<file path="src/rtl/ir_rl_pkg.sv">
package ir_rl_pkg;

    localparam int unsigned LEN_W = 7;
    localparam logic [LEN_W-1:0] LEN_MAX = '1;
    localparam logic [1:0] MODE_RUNLEN = 2'b11;

    typedef struct packed {
        logic             level;
        logic [LEN_W-1:0] len_m1;
    } rl_code_t;

    function automatic logic [LEN_W-1:0] len_bump(input logic [LEN_W-1:0] v);
        return (v == LEN_MAX) ? LEN_MAX : v + 1'b1;
    endfunction

endpackage

</file>
<file path="src/rtl/ir_rl_sync.sv">
module ir_rl_sync #(
    parameter int unsigned STAGES = 2
) (
    input  logic clk,
    input  logic rst,
    input  logic din,
    output logic dout
);
    logic [STAGES-1:0] chain;

    always_ff @(posedge clk) begin
        if (rst) chain <= '0;
        else     chain <= {chain[STAGES-2:0], din};
    end

    assign dout = chain[STAGES-1];
endmodule

</file>
<file path="src/rtl/ir_rl_ticker.sv">
module ir_rl_ticker #(
    parameter int unsigned DIV = 64
) (
    input  logic clk,
    input  logic rst,
    input  logic run,
    output logic tick
);
    localparam int unsigned CNT_W = (DIV > 1) ? $clog2(DIV) : 1;
    localparam logic [CNT_W-1:0] LAST = CNT_W'(DIV - 1);

    logic [CNT_W-1:0] cnt;

    always_ff @(posedge clk) begin
        if (rst || !run) begin
            cnt  <= '0;
            tick <= 1'b0;
        end else begin
            tick <= (cnt == LAST);
            cnt  <= (cnt == LAST) ? '0 : cnt + 1'b1;
        end
    end
endmodule

</file>
<file path="src/rtl/ir_rl_filter.sv">
module ir_rl_filter #(
    parameter int unsigned THR_W = 6
) (
    input  logic             clk,
    input  logic             rst,
    input  logic             run,
    input  logic             tick,
    input  logic             smp,
    input  logic [THR_W-1:0] thr,
    output logic             f_valid,
    output logic             f_level
);
    logic [THR_W-1:0] cnt;
    logic [THR_W:0]   cnt_nx;
    logic [THR_W:0]   thr_eff;

    always_comb begin
        cnt_nx  = {1'b0, cnt} + 1'b1;
        thr_eff = (thr == '0) ? (THR_W+1)'(1) : {1'b0, thr};
    end

    always_ff @(posedge clk) begin
        if (rst || !run) begin
            cnt     <= '0;
            f_level <= 1'b0;
            f_valid <= 1'b0;
        end else begin
            f_valid <= tick;
            if (tick) begin
                if (smp == f_level) begin
                    cnt <= '0;
                end else if (cnt_nx >= thr_eff) begin
                    f_level <= smp;
                    cnt     <= '0;
                end else begin
                    cnt <= cnt_nx[THR_W-1:0];
                end
            end
        end
    end
endmodule

</file>
<file path="src/rtl/ir_rl_encoder.sv">
module ir_rl_encoder
    import ir_rl_pkg::*;
#(
    parameter int unsigned IDLE_W = 8
) (
    input  logic              clk,
    input  logic              rst,
    input  logic              run,
    input  logic              s_valid,
    input  logic              s_level,
    input  logic [IDLE_W-1:0] idle_thr,
    output logic              code_valid,
    output rl_code_t          code,
    output logic              pkt_end
);
    logic             in_pkt;
    logic             cur;
    logic [LEN_W-1:0] len;
    logic [IDLE_W-1:0] zcnt;
    logic [IDLE_W-1:0] zcnt_inc;
    logic              timeout;

    always_comb begin
        zcnt_inc = (zcnt == '1) ? zcnt : zcnt + 1'b1;
        timeout  = in_pkt && !cur && !s_level && (zcnt_inc >= idle_thr);
    end

    always_ff @(posedge clk) begin
        if (rst || !run) begin
            in_pkt     <= 1'b0;
            cur        <= 1'b0;
            len        <= '0;
            zcnt       <= '0;
            code_valid <= 1'b0;
            code       <= '0;
            pkt_end    <= 1'b0;
        end else begin
            code_valid <= 1'b0;
            pkt_end    <= 1'b0;
            if (s_valid) begin
                if (!in_pkt) begin
                    if (s_level) begin
                        in_pkt <= 1'b1;
                        cur    <= 1'b1;
                        len    <= '0;
                        zcnt   <= '0;
                    end
                end else if (s_level != cur) begin
                    code_valid <= 1'b1;
                    code       <= '{level: cur, len_m1: len};
                    cur        <= s_level;
                    len        <= '0;
                    zcnt       <= s_level ? '0 : IDLE_W'(1);
                end else if (timeout) begin
                    code_valid <= 1'b1;
                    code       <= '{level: 1'b0, len_m1: len_bump(len)};
                    pkt_end    <= 1'b1;
                    in_pkt     <= 1'b0;
                    len        <= '0;
                    zcnt       <= '0;
                end else if (len == LEN_MAX) begin
                    code_valid <= 1'b1;
                    code       <= '{level: cur, len_m1: LEN_MAX};
                    len        <= '0;
                    if (!cur) zcnt <= zcnt_inc;
                end else begin
                    len <= len + 1'b1;
                    if (!cur) zcnt <= zcnt_inc;
                end
            end
        end
    end
endmodule

</file>
<file path="src/rtl/ir_runlen_sampler.sv">
module ir_runlen_sampler
    import ir_rl_pkg::*;
#(
    parameter int unsigned DIV         = 64,
    parameter int unsigned SYNC_STAGES = 2,
    parameter int unsigned NOISE_W     = 6,
    parameter int unsigned IDLE_W      = 8
) (
    input  logic               clk,
    input  logic               rst,
    input  logic               ir_raw,
    input  logic               glb_en,
    input  logic               rx_en,
    input  logic [1:0]         mode_sel,
    input  logic               invert,
    input  logic [NOISE_W-1:0] noise_thr,
    input  logic [IDLE_W-1:0]  idle_thr,
    output logic               code_valid,
    output logic [7:0]         code_data,
    output logic               pkt_end
);
    logic     active;
    logic     line_sync;
    logic     smp;
    logic     tick;
    logic     f_valid;
    logic     f_level;
    rl_code_t code;

    assign active = glb_en && rx_en && (mode_sel == MODE_RUNLEN);
    assign smp    = line_sync ^ invert;

    ir_rl_sync #(.STAGES(SYNC_STAGES)) u_sync (
        .clk(clk), .rst(rst), .din(ir_raw), .dout(line_sync)
    );

    ir_rl_ticker #(.DIV(DIV)) u_tick (
        .clk(clk), .rst(rst), .run(active), .tick(tick)
    );

    ir_rl_filter #(.THR_W(NOISE_W)) u_filt (
        .clk(clk), .rst(rst), .run(active), .tick(tick), .smp(smp),
        .thr(noise_thr), .f_valid(f_valid), .f_level(f_level)
    );

    ir_rl_encoder #(.IDLE_W(IDLE_W)) u_enc (
        .clk(clk), .rst(rst), .run(active), .s_valid(f_valid),
        .s_level(f_level), .idle_thr(idle_thr),
        .code_valid(code_valid), .code(code), .pkt_end(pkt_end)
    );

    assign code_data = code;
endmodule

</file>
<file path="config.mk">
export PLATFORM = sky130hd
export DESIGN_NAME = ir_runlen_sampler
export DESIGN_NICKNAME = d
export VERILOG_FILES = /design/src/rtl/ir_rl_pkg.sv /design/src/rtl/ir_rl_sync.sv /design/src/rtl/ir_rl_ticker.sv /design/src/rtl/ir_rl_filter.sv /design/src/rtl/ir_rl_encoder.sv /design/src/rtl/ir_runlen_sampler.sv
export SDC_FILE = /design/constraint.sdc
export NUM_CORES = 1
export LEC_CHECK = 0
export ABC_AREA = 1
export BUFFER_PORTS_ARGS = -buffer_cell sky130_fd_sc_hd__buf_4
export CAP_MARGIN = 20
export CORE_MARGIN = 4
export CORE_UTILIZATION = 58
export DETAILED_ROUTE_END_ITERATION = 8
export PLACE_DENSITY = 0.81
export SLEW_MARGIN = 20
export SYNTH_ARGS = -nofsm -noshare
export SYNTH_HDL_FRONTEND = slang
export SYNTH_SLANG_ARGS = --single-unit
export TNS_END_PERCENT = 5
</file>
<file path="constraint.sdc">
create_clock -name clk -period 2.9 [get_ports clk]
set_input_delay 0.29 -clock clk [delete_from_list [all_inputs] [get_ports clk]]
set_output_delay 0.29 -clock clk [all_outputs]
set_load 0.01 [all_outputs]
</file>
* Word level (Yosys, flattened, before mapping)
Index checks and enable logic that the tools add are counted.
Storage, ports and cells: logic and storage cells 82, output and inout bits 10, bits in registers 44, bits of input ports 22
Cells by class: order comparisons 2, add/subtract/negate cells 4, bitwise gates (word level) 4, eq/ne operators 8, reductions and logical operators 20, multiplexer cells 30
Operators by type and width (count):
- 8-bit 2-to-1 mux | 9
- 7-bit 2-to-1 mux | 6
- 6-bit 2-to-1 mux | 3
- 1-bit 2-to-1 mux | 12
- 3-bit AND reduction | 4
- 8-bit by 1-bit adder with 8-bit output (second input constant) | 1
- 8-bit equality test (second input constant) | 1
- 8-bit >= comparator | 1
- 6-bit by 1-bit adder with 7-bit output (second input constant) | 1
- 7-bit by 1-bit adder with 7-bit output (second input constant) | 1
- 7-bit equality test (second input constant) | 1
- 7-bit >= comparator | 1
- 6-bit by 1-bit adder with 6-bit output (second input constant) | 1
- 6-bit equality test (second input constant) | 1
- 6-bit zero test | 1
- 1-bit logical AND | 5
- 4-bit != test (second input constant) | 1
- 4-bit OR reduction | 1
- 1-bit zero test | 3
- 1-bit inverter | 3
- 3-bit nonzero test | 1
- 3-bit OR reduction | 1
- 2-bit equality test (second input constant) | 1
- 2-bit != test (second input constant) | 1
- other kinds (7) | 7

* Logic depth before layout (Yosys ltp)
Gate-level depths: netlist of run 1.
word-level depth 7, mapped depth 20

* Cells and area by module
From an unflattened synthesis of run 1, not the netlist that was laid out.
Unflattened totals: cells, all modules 405, area total of the unflattened synthesis 2730.1 µm²
Modules (own cells, without submodules):
- ir_rl_encoder | area an instance 1730.4 µm², cells each 269, instances 1
- ir_rl_filter | area an instance 608.1 µm², cells each 89, instances 1
- ir_rl_ticker | area an instance 306.5 µm², cells each 33, instances 1
- ir_rl_sync | area an instance 55.1 µm², cells each 6, instances 1
- ir_runlen_sampler | area an instance 30.0 µm², cells each 8, instances 1

* Worst setup path after synthesis of run 1
Ideal clock, no wire load.
path type register -> register, start register u_enc.zcnt[0], end register, netlist name u_enc.code[0], path slack 0.558 ns, clock period less this slack 2.342 ns, path buffers 1, stages on the path, launching flop included 19, data arrival time 2.230 ns, cell sequence dfxtp_1 ha_1 and3_1 nand2_1 o21ai_0 inv_1 ha_1 nand2_1 nor2_1 nor2_1 nand2_1 nand2_1 nand2_1 nand2_4 nand2_4 nand2_4 buf_12 nor2_2 nor2_2
Between the ends: cells in the longest elaborated chain, start to end 6
RTL lines:
- start: declaration | RTL line ir_rl_encoder.sv:19 | logic [IDLE_W-1:0] zcnt;
- start signal: assignment | RTL line ir_rl_encoder.sv:53 | zcnt <= s_level ? '0 : IDLE_W'(1);
- start signal: assignment | RTL line ir_rl_encoder.sv:65 | if (!cur) zcnt <= zcnt_inc;
- start signal: assignment | RTL line ir_rl_encoder.sv:68 | if (!cur) zcnt <= zcnt_inc;
- 8-bit by 1-bit adder with 8-bit output / 8-bit equality test (equally long branches) | RTL line ir_rl_encoder.sv:24 | zcnt_inc = (zcnt == '1) ? zcnt : zcnt + 1'b1;
- 8-bit 2-to-1 mux (*) | RTL line ir_rl_encoder.sv:24
- 8-bit >= comparator (*) | RTL line ir_rl_encoder.sv:25 | timeout = in_pkt && !cur && !s_level && (zcnt_inc >= idle_thr);
- 1-bit logical AND (*) | RTL line ir_rl_encoder.sv:25
- 3-bit nonzero test (no source line) / 8-bit 2-to-1 mux (equally long branches)
- 3-bit AND reduction (no source line) / 8-bit 2-to-1 mux (equally long branches)
Every way passes the cells marked *; elsewhere a longest branch is shown, timed or not. A chain may end at the register's enable or synchronous reset.

* Worst setup path in the final report of run 1
start register u_enc.zcnt[1], end register, netlist name u_enc.code[3]
Between the ends: cells in the longest elaborated chain, start to end 6
RTL lines (RTL line):
- 8-bit by 1-bit adder with 8-bit output / 8-bit equality test (equally long branches) | ir_rl_encoder.sv:24
- 8-bit 2-to-1 mux (*) | ir_rl_encoder.sv:24
- 8-bit >= comparator (*) | ir_rl_encoder.sv:25
- 1-bit logical AND (*) | ir_rl_encoder.sv:25
- 3-bit nonzero test (no source line) / 8-bit 2-to-1 mux (equally long branches)
- 3-bit AND reduction (no source line) / 8-bit 2-to-1 mux (equally long branches)
Marked as above.

==> results of run 1 <==
## routing by layer
| metal | GRT usage, % | vias to the layer above | routed length (um) |
|---|---|---|---|
| met4 | 5.87 | 0 | 77 |
| met2 | 32.9 | 62 | 2550 |
| met5 | 0 | - | 0 |
| li1 | - | 1321 | - |
| met3 | 4.22 | 12 | 300 |
| met1 | 25.5 | 1100 | 2430 |
## power groups by stage
stage	Combinational, mW	Clock [mW]	Sequential, mW
after global placement	0.0528	0	0.620
after floorplan	0.0263	0	0.620
after detailed placement	0.0546	0	0.620
final	0.0541	0.392	0.606
after CTS	0.0548	0.405	0.606
after global routing	0.0628	0.427	0.606
## what timing repair did
item                                    in CTS  in global routing
buffers inserted                             0                  0
endpoints found under the setup margin       0                  8
resized for setup                            0                  2
hold endpoints to repair                     0                  0
## layout make-up
cell class | count | share of cell area (%)
multi-input cells | 284 | 51.4
flip-flops and latches | 44 | 28.0
repair buffers | 33 | 7.87
inverters | 63 | 7.67
clock buffers | 7 | 2.74
well taps | 52 | 2.07
clock inverters | 1 | 0.238
## worst min-delay path by stage
stage | from | endpoint | slack, ns | depth (start not counted)
floorplan | rst | u_sync.chain[0] | 0.36 | 1
global placement | u_sync.chain[0] | u_sync.chain[1] | 0.40 | 2
detailed placement | u_sync.chain[0] | u_sync.chain[1] | 0.40 | 2
CTS | rst | u_sync.chain[0] | 0.17 | 2
global route | rst | u_sync.chain[1] | 0.17 | 2
finish | rst | u_sync.chain[0] | 0.17 | 2
## sequential cells by signal, summed over array words and instances, names as in the netlist, 2 cells and up
signal / flops
u_enc.code: 8
u_enc.zcnt: 8
u_sync.chain: 2
u_filt.cnt: 6
u_enc.len: 7
u_tick.cnt: 6
## kinds of logic after synthesis
kind of cell | count (synthesis)
DFF | 44
buffers and inverters | 68
and+or+nand+nor | 212
adders and majority gates | 18
AOI/OAI and AO/OA | 41
xor gates and xnor gates | 13
## cells in the final DEF (no fill, tap or decap), types with 2 or more instances in the layout
cell type	n
xnor2_1	4
nand4_1	11
inv_1	60
inv_4	2
nor3_1	4
nand2_4	5
nand3_1	20
xor2_1	9
o21a_1	2
nand2_2	2
nand3b_1	3
nor2_8	3
nor2_2	11
buf_4	33
nor2_1	38
nor3b_1	3
nand2_1	103
clkbuf_8	6
a21oi_1	26
o21ai_0	7
or2_2	4
ha_1	18
dfxtp_1	43
## metrics by stage
stage	hold WS, ns	utilization, %
3_5_place_dp	0.405	67.6
5_1_grt	0.170	69.9
6_report	0.170	69.9
2_1_floorplan	0.361	-
4_1_cts	0.166	69.7
3_3_place_gp	0.400	67.6
## critical path, delay by kind of cell, from the launching register on
| kind | cells | cell delay (ns) |
|---|---|---|
| AOI/OAI and AO/OA | 1 | 0.19 |
| adders and majority gates | 2 | 0.50 |
| buffers and inverters | 3 | 0.32 |
| DFF | 1 | 0.37 |
| and+or+nand+nor | 12 | 1.11 |
==> results.sh, run 1 <==
export IMPL_initial_core_util_pct=61.6
export IMPL_antenna_violating_nets_post_route=0
export IMPL_first_pass_grt_wire_length_um=9870
export IMPL_synth_top_area_share_pct=31.8
export IMPL_power_combinational_fraction_pct=5.1
export IMPL_routedWlPerCell_um=11.1
export IMPL_clkSlewWorstSetupHoldPaths_ns=0.08
export IMPL_synthTopCellsByCount="nand2_1, inv_1, dfxtp_1"
export IMPL_clkLatencyLatePin_ns=0.29
export IMPL_switching_share_pct=21.2
export IMPL_synth_instances=396
export IMPL_drt_first_pass_iters=5
export IMPL_yosysWarningCount=0
export IMPL_clock_tree_htree_level_count=2
export IMPL_tritoncts="yes"
export IMPL_irDropWorstVdd_mv=0.363
export IMPL_wirelength_routed_um=5360
export IMPL_hold_buffers=0
export IMPL_critical_path_cell_chain="ha_1 > and3_1 > nand2_1 > o21ai_0 > inv_1 > ha_1 > nand2_1 > nor2_1 > nor2_1 > nand2_1 > nand2_1 > nand2_1 > buf_4 > nand3_1 > nand2_1 > inv_1 > nor2_2 > nor2_1"
export IMPL_synth_distinct_cells=36
export IMPL_grt_max_degree=25
export IMPL_worst_ep_arrival_time_ns=2.78
export IMPL_synth_mux_area_fraction_pct=0
export IMPL_timing_setup_tns_ns=0
export IMPL_gpl_final_weighted_congestion=0.880
export IMPL_cellLeakagePower_nw=1.47
export IMPL_synth_simple_gate_area_share_pct=37.7
export IMPL_netlist_area_mm2=0.00277
export IMPL_yosys_area_share_xor_xnor_pct=4.11
export IMPL_synth_fa_ha_area_share_pct=8.12
export IMPL_slew_limit_headroom_pct=48.5
export IMPL_clock_skew_final_ns=0.00206
export IMPL_synth_area_leaders="dfxtp_1, nand2_1, ha_1"
export IMPL_critical_path_reg2reg_endpoint="u_enc.code[3]"
export IMPL_maxSlewViolCount=0
export IMPL_placed_cells=476
export IMPL_synth_most_common_cell="nand2_1"
export IMPL_ys_seq_elements=44
export IMPL_net_switching_power_mw=0.223
export IMPL_cts_max_path_buffers=2
export IMPL_final_critical_path_setup_slack_ns=0.316
export IMPL_ys_async_sr_fraction_pct=0
export IMPL_hold_viol_final=0
export IMPL_die_w_um=77.1
export IMPL_num_io_pins=32
export IMPL_crit_end="u_enc.code[3]"
export IMPL_final_cell_area_mm2=0.00315
export IMPL_slowest_delay_ns=0.37
export IMPL_hold_class="in2reg"
export IMPL_seqCellArea_um2=882
export IMPL_setup_viol=0
export IMPL_fillerInstances=380
export IMPL_critical_path_slowest_cell="dfxtp_1"
export IMPL_synth_edf_count=0
export IMPL_die_height_um=77.1
export IMPL_synth_compound_gate_area_share_pct=8.12
export IMPL_synth_top_cell_by_area="dfxtp_1"
export IMPL_grt_overflow_total=0
export IMPL_count_of_vias_placed_by_the_detailed_router=2495
export IMPL_path_class="reg2reg"
export IMPL_setup_worst_path_start_class="register"
export IMPL_cp_data_required_time_ns=3.10
export IMPL_drive_above_1_share_pct=17.4
export IMPL_clock_fmax_mhz=387
export IMPL_pwr_share_clk_pct=37.3
export IMPL_timing_critical_path_to_type="register"
export IMPL_placeableCoreArea_mm2=0.00450
export IMPL_timing_reg2reg_setup_slack_ns=0.32
export IMPL_min_period_ns=2.58
export IMPL_cpMostUsedCell="nand2_1"
export IMPL_power_share_sequential_pct=57.6
export IMPL_port_buffers=31
export IMPL_cts_sinks=44
export IMPL_final_instance_count_excl_fill=484
export IMPL_detail_route_vias_per_cell=5.15
export IMPL_drtIter0Drc=122
export IMPL_rsz0062_at_grt="no"
export IMPL_global_route_usage_total_pct=19.7
export IMPL_cts_inserted_buffers=5
export IMPL_critical_path_reg2reg_startpoint="u_enc.zcnt[1]"
export IMPL_area_of_the_multi_input_gates_mm2=0.00162
export IMPL_antenna_found_initial=0
export IMPL_layout_nets=471
export IMPL_worst_slew_pin_slew_ns=0.771
export IMPL_design_die_area_mm2=0.00595
export IMPL_path_max_fanout=9
export IMPL_synth_main_ff_cell="dfxtp_1"
export IMPL_number_of_global_route_vias_before_repair=2344
export IMPL_flow_area_growth_from_synthesis_pct=13.5
export IMPL_avgSynthCellArea_um2=7.00
export IMPL_final_min_period_over_clock_period_pct=89.1
export IMPL_critPathLaunch="u_enc.zcnt[1]"
export IMPL_status="finished clean"
export IMPL_cellInternalPower_mw=0.828
export IMPL_ant_diodes=0
export IMPL_hpwl_um=4150
export IMPL_dpl_worst_slack_ns=0.278
export IMPL_synth_net_count=436
export IMPL_dpl_cell_area_mm2=0.00304
export IMPL_dominant_combinational_cell_family_by_area_after_synthesis="simple AND/OR/NAND/NOR gates"
export IMPL_drc=0
export IMPL_report_power_total_mw=1.05
export IMPL_ff2ff_path_depth=18
export IMPL_pwr_density_cell_mw_per_mm2=334
export IMPL_synth_seq_area_share_pct=31.8
export IMPL_clockRootBuffer="clkbuf_8"
export IMPL_std_cell_rows=24
export IMPL_maxCapViolations=0
(Power assumes the default switching activity.)
==> inputs of run 2 (changes only) <==
--- a/config.mk
+++ b/config.mk
@@ -8,6 +8,7 @@
 export ABC_AREA = 1
 export BUFFER_PORTS_ARGS = -buffer_cell sky130_fd_sc_hd__buf_4
 export CAP_MARGIN = 20
+export CORE_ASPECT_RATIO = 0.5
 export CORE_MARGIN = 4
 export CORE_UTILIZATION = 58
 export DETAILED_ROUTE_END_ITERATION = 8
==> results.sh, run 2 (synthesis gave the netlist of run 1 again) <==
export IMPL_status="finished clean"
export IMPL_path_class="reg2reg"
export IMPL_tritoncts="yes"
export IMPL_fillerInstances=388
export IMPL_rsz0062_at_grt="no"
export IMPL_clock_skew_final_ns=0.00725
export IMPL_global_route_usage_total_pct=19.7
export IMPL_seqCellArea_um2=882
export IMPL_top_regs="u_enc.code: 8 flops, u_enc.zcnt: 8 flops, u_enc.len: 7 flops"
export IMPL_hold_start="rst"
export IMPL_clock_tree_htree_level_count=2
export IMPL_min_period_ns=2.60
export IMPL_timing_reg2reg_setup_slack_ns=0.30
export IMPL_utilization_pct=70.2
export IMPL_clkSlewWorstSetupHoldPaths_ns=0.08
export IMPL_grt_max_degree=25
export IMPL_drive_above_1_share_pct=18.1
export IMPL_cellLeakagePower_nw=1.48
export IMPL_worst_ep_arrival_time_ns=2.83
export IMPL_die_height_um=56.9
export IMPL_ant_diodes=0
export IMPL_count_of_vias_placed_by_the_detailed_router=2522
export IMPL_critical_path_reg2reg_startpoint="u_enc.zcnt[1]"
export IMPL_ff2ff_path_depth=17
export IMPL_initial_core_util_pct=61.5
export IMPL_cpMostUsedCell="nand2_1"
export IMPL_commonest_non_fill_non_tap_cells_in_the_layout="nand2_1, inv_1, dfxtp_1, nor2_1, buf_4"
export IMPL_holdWs_ns=0.170
export IMPL_slowest_delay_ns=0.35
export IMPL_critical_path_cell_chain="ha_1 > and3_1 > nand2_1 > o21ai_0 > ha_1 > nand2_1 > nor2_1 > nor2_1 > nand2_1 > nand2_1 > nand2_2 > nand2_4 > nand2_4 > nand2_8 > nand2_1 > nand2_1 > nor2_1"
export IMPL_path_buf_inv=0
export IMPL_irDropWorstVdd_mv=0.209
export IMPL_clkLatencyLatePin_ns=0.29
export IMPL_hold_viol_final=0
export IMPL_hpwl_um=4470
export IMPL_cts_max_path_buffers=2
export IMPL_std_cell_rows=17
export IMPL_die_w_um=106
export IMPL_critical_path_reg2reg_endpoint="u_enc.code[4]"
export IMPL_final_min_period_over_clock_period_pct=89.5
export IMPL_setup_viol=0
export IMPL_routedWlPerCell_um=11.2
export IMPL_path_max_fanout=16
export IMPL_drc=0
export IMPL_layout_nets=471
export IMPL_hold_class="in2reg"
export IMPL_worst_slew_pin_slew_ns=0.783
export IMPL_hold_buffers=0
export IMPL_critPathLaunch="u_enc.zcnt[1]"
export IMPL_layout_commonest_cell="nand2_1"
export IMPL_number_of_global_route_vias_before_repair=2347
export IMPL_setup_worst_path_start_class="register"
export IMPL_port_buffers=31
export IMPL_placed_cells=490
export IMPL_worstHoldEndpoint="u_sync.chain[1]"
export IMPL_drtIter0Drc=92
export IMPL_area_of_the_multi_input_gates_mm2=0.00163
export IMPL_number_of_instances_on_the_worst_hold_path=2
export IMPL_slew_limit_headroom_pct=47.7
export IMPL_placeableCoreArea_mm2=0.00451
export IMPL_cpLargestDelayFamily="simple AND/OR/NAND/NOR gates"
export IMPL_final_instance_count_excl_fill=498
export IMPL_dpl_cell_area_mm2=0.00306
export IMPL_timing_setup_tns_ns=0
export IMPL_wirelength_routed_um=5590
export IMPL_cp_data_required_time_ns=3.13
export IMPL_antenna_found_initial=0
export IMPL_clockRootBuffer="clkbuf_8"
export IMPL_cts_sinks=44
export IMPL_flow_area_growth_from_synthesis_pct=14.2
export IMPL_cts_inserted_buffers=5
export IMPL_grt_overflow_total=0
export IMPL_pwr_density_cell_mw_per_mm2=324
export IMPL_timing_critical_path_to_type="register"
export IMPL_gpl_final_weighted_congestion=0.895
export IMPL_num_io_pins=32
export IMPL_clock_fmax_mhz=385
export IMPL_maxSlewViolCount=0
export IMPL_critical_path_slowest_cell="dfxtp_1"
export IMPL_final_cell_area_mm2=0.00317
export IMPL_design_die_area_mm2=0.00602
export IMPL_drt_first_pass_iters=4
export IMPL_antenna_violating_nets_post_route=0
export IMPL_first_pass_grt_wire_length_um=10000
export IMPL_detail_route_vias_per_cell=5.06
export IMPL_maxCapViolations=0
run 2: how the worst max path moves through the flow:
stage / cells after the start / to / slack, ns
floorplan: 18 / u_enc.code[0] / 0.56
global placement: 18 / u_enc.code[0] / 0.36
detailed placement: 18 / u_enc.code[0] / 0.19
CTS: 18 / u_enc.code[0] / 0.18
global route: 18 / u_enc.code[4] / 0.01
finish: 17 / u_enc.code[4] / 0.30
run 2: per-layer routing:
layer  GRT usage (%)  part of all wire [%]  vias up
li1                -                     -     1323
met2            35.2                    46       63
met1            24.6                    48     1124
met5               0                     0        -
met4            5.35                   1.3        0
met3            3.56                   4.7       12
run 2: metrics by stage:
step           total power [mW]  setup WS, ns
6_report                   1.03         0.304
5_1_grt                    1.08        0.0130
4_1_cts                    1.04         0.177
3_5_place_dp              0.675         0.187
3_3_place_gp              0.672         0.357
2_1_floorplan             0.646         0.558
run 2: area by class of cell:
type | count | area share (%)
clock buffer | 5 | 2.17
inverter | 63 | 7.63
timing repair buffer | 33 | 7.82
sequential | 44 | 27.9
tap | 66 | 2.61
clock inverter | 3 | 0.593
multi-input combinational | 284 | 51.3
run 2: repair_timing:
item / 4_1_cts / 5_1_grt
buffers inserted: 0 / 0
endpoints found under the setup margin: 0 / 17
resized for setup: 0 / 5
run 2: power by group:
part           total [mW]  internal, mW  leakage [nW]  switching (mW)
Sequential          0.606         0.605         0.355        0.000596
Combinational      0.0551        0.0300          1.07          0.0251
Clock               0.366         0.168        0.0479           0.198
==> inputs of run 3 (changes only) <==
--- a/config.mk
+++ b/config.mk
@@ -8,13 +8,16 @@
 export ABC_AREA = 1
 export BUFFER_PORTS_ARGS = -buffer_cell sky130_fd_sc_hd__buf_4
 export CAP_MARGIN = 20
+export CELL_PAD_IN_SITES_DETAIL_PLACEMENT = 0
+export CELL_PAD_IN_SITES_GLOBAL_PLACEMENT = 1
 export CORE_ASPECT_RATIO = 0.5
 export CORE_MARGIN = 4
-export CORE_UTILIZATION = 58
+export CORE_UTILIZATION = 42
 export DETAILED_ROUTE_END_ITERATION = 8
-export PLACE_DENSITY = 0.81
+export PLACE_DENSITY = 0.82
 export SLEW_MARGIN = 20
 export SYNTH_ARGS = -nofsm -noshare
 export SYNTH_HDL_FRONTEND = slang
+export SYNTH_HIERARCHICAL = 1
 export SYNTH_SLANG_ARGS = --single-unit
 export TNS_END_PERCENT = 5
==> results.sh, run 3 <==
export IMPL_grt_overflow_total=0
export IMPL_routedWlPerCell_um=10.9
export IMPL_synth_area_leaders="dfxtp_1, nand2_1, ha_1"
export IMPL_report_power_total_mw=1.28
export IMPL_design_die_area_mm2=0.00793
export IMPL_die_height_um=65.0
export IMPL_final_min_period_over_clock_period_pct=92.8
export IMPL_gpl_final_weighted_congestion=0.861
export IMPL_avgSynthCellArea_um2=6.74
export IMPL_synth_instances=405
export IMPL_commonest_non_fill_non_tap_cells_in_the_layout="nand2_1, inv_1, dfxtp_1, nor2_1, buf_4"
export IMPL_utilization_pct=53.1
export IMPL_cp_data_required_time_ns=3.11
export IMPL_area_of_the_multi_input_gates_mm2=0.00162
export IMPL_number_of_global_route_vias_before_repair=2429
export IMPL_synth_top_cell_by_area="dfxtp_1"
export IMPL_path_buf_inv=0
export IMPL_slowest_delay_ns=0.38
export IMPL_flow_area_growth_from_synthesis_pct=20.3
export IMPL_final_critical_path_setup_slack_ns=0.208
export IMPL_cts_inserted_buffers=5
export IMPL_yosysWarningCount=6
export IMPL_critical_path_cell_chain="ha_4 > nand3_2 > nor3b_4 > nand2_4 > or2_1 > nand2_2 > ha_1 > nand2_1 > nor2_1 > nor2_1 > nand2_1 > nand2_1 > nand2_4 > nand2_4 > nand2_2 > nor2_4 > nand2_1 > a21oi_2"
export IMPL_port_buffers=31
export IMPL_slew_limit_headroom_pct=60.8
export IMPL_cpLargestDelayFamily="simple AND/OR/NAND/NOR gates"
export IMPL_synth_most_common_cell="nand2_1"
export IMPL_pwr_density_cell_mw_per_mm2=390
export IMPL_final_cell_area_mm2=0.00328
export IMPL_ant_diodes=0
export IMPL_clock_fmax_mhz=371
export IMPL_netlist_area_mm2=0.00273
export IMPL_synth_net_count=445
export IMPL_clockRootBuffer="clkbuf_16"
export IMPL_synth_main_ff_cell="dfxtp_1"
export IMPL_clkSlewWorstSetupHoldPaths_ns=0.06
export IMPL_std_cell_rows=20
export IMPL_die_w_um=122
export IMPL_setup_worst_path_start_class="register"
export IMPL_synth_seq_area_share_pct=32.3
export IMPL_timing_critical_path_to_type="register"
export IMPL_ys_seq_elements=44
export IMPL_min_period_ns=2.69
export IMPL_tritoncts="yes"
export IMPL_setup_viol=0
export IMPL_clkLatencyLatePin_ns=0.28
export IMPL_synthTopCellsByCount="nand2_1, inv_1, dfxtp_1"
export IMPL_drive_above_1_share_pct=18.3
export IMPL_num_io_pins=32
export IMPL_synth_distinct_cells=36
export IMPL_path_class="reg2reg"
export IMPL_seqCellArea_um2=886
export IMPL_hold_class="in2reg"
export IMPL_dpl_worst_slack_ns=0.00476
export IMPL_detail_route_vias_per_cell=4.73
export IMPL_antenna_found_initial=0
export IMPL_worst_slew_pin_slew_ns=0.585
export IMPL_clock_tree_htree_level_count=2
export IMPL_hold_viol_final=0
export IMPL_first_pass_grt_wire_length_um=10300
export IMPL_drtIter0Drc=102
export IMPL_fillerInstances=665
export IMPL_clock_skew_final_ns=0.00404
export IMPL_worst_ep_arrival_time_ns=2.90
export IMPL_placeableCoreArea_mm2=0.00618
export IMPL_maxCapViolations=0
export IMPL_path_max_fanout=9
export IMPL_irDropWorstVdd_mv=0.263
export IMPL_layout_nets=482
export IMPL_ys_async_sr_fraction_pct=0
export IMPL_final_instance_count_excl_fill=531
export IMPL_wirelength_routed_um=5770
export IMPL_initial_core_util_pct=44.2
export IMPL_drc=0
export IMPL_drt_first_pass_iters=4
export IMPL_synth_edf_count=0
export IMPL_cellLeakagePower_nw=1.49
export IMPL_grt_max_degree=17
export IMPL_top_regs="u_enc/code: 8 flops, u_enc/zcnt: 8 flops, u_enc/len: 7 flops"
export IMPL_maxSlewViolCount=0
export IMPL_antenna_violating_nets_post_route=0
export IMPL_count_of_vias_placed_by_the_detailed_router=2509
export IMPL_status="finished clean"
export IMPL_placed_cells=521
export IMPL_dpl_cell_area_mm2=0.00306
export IMPL_cts_sinks=44
export IMPL_global_route_usage_total_pct=15.6
export IMPL_synth_top_area_share_pct=32.3
export IMPL_cpMostUsedCell="nand2_1"
export IMPL_critical_path_slowest_cell="dfxtp_4"
export IMPL_layout_commonest_cell="nand2_1"
export IMPL_cts_max_path_buffers=2
export IMPL_hpwl_um=4580
## run 3: changes by cell type after synthesis, moves of 4 or more
cell,delta
nand2_2,+6
nand2_1,+6
nand3_1,+4
nand4_1,-6
or2_2,-4
nand2_4,-5
a21oi_1,+6
## run 3: final timing paths
kind / slack, ns / endpoint / cells after the start / start
min reg2reg: 0.41 / u_sync/chain[1] / 2 / u_sync/chain[0]
min: 0.20 / u_sync/chain[1] / 2 / rst
max reg2reg: 0.21 / u_enc/zcnt[7] / 18 / u_enc/zcnt[0]
max: 0.21 / u_enc/zcnt[7] / 18 / u_enc/zcnt[0]
## run 3: power by group
part	switching, mW	leakage, nW	internal [mW]
combinational	0.0234	1.05	0.0293
sequential	0.000722	0.356	0.605
clock	0.218	0.0808	0.405
total	0.242	1.49	1.04
## run 3: metrics by stage
| stage | setup TNS (ns) | hold WS [ns] |
|---|---|---|
| after global routing | -0.0210 | 0.194 |
| final | 0 | 0.196 |
| after floorplan | 0 | 0.361 |
| after detailed placement | 0 | 0.401 |
| after CTS | 0 | 0.188 |
| after global placement | 0 | 0.392 |
## run 3: cell type report
| cell class | count | share of cell area, % |
|---|---|---|
| Sequential cell | 44 | 27.0 |
| Inverter | 66 | 7.58 |
| Clock buffer | 6 | 3.92 |
| Clock inverter | 2 | 1.07 |
| Timing Repair Buffer | 34 | 7.77 |
| Tap cell | 88 | 3.35 |
| Multi-Input combinational cell | 291 | 49.3 |
## run 3: repair_timing
action | 4_1_cts | 5_1_grt
setup buffers | 0 | 2
endpoints found under the setup margin | 2 | 24
pin swaps | 0 | 2
hold buffers | 0 | 0
gates resized for setup | 1 | 10
## run 3: metal layers
metal	wire, um	GRT usage (%)	share of wire (%)	vias to the layer above
li1	-	-	-	1344
met1	2730	19.2	47	1115
met2	2730	27.6	47	41
met3	253	4.01	4.4	9
met4	56	3.49	0.97	0
met5	0	0	0	-
## run 3: cells by family (layout without fill, tap and decap cells)
| group | Yosys count | count (layout) | synth area share (%) |
|---|---|---|---|
| simple gates | 214 | 214 | 35.8 |
| buf+inv | 70 | 108 | 9.81 |
| compound gates | 46 | 46 | 9.72 |
| flops | 44 | 44 | 32.3 |
| fa+ha+maj | 18 | 18 | 8.25 |
| xor+xnor | 13 | 13 | 4.17 |
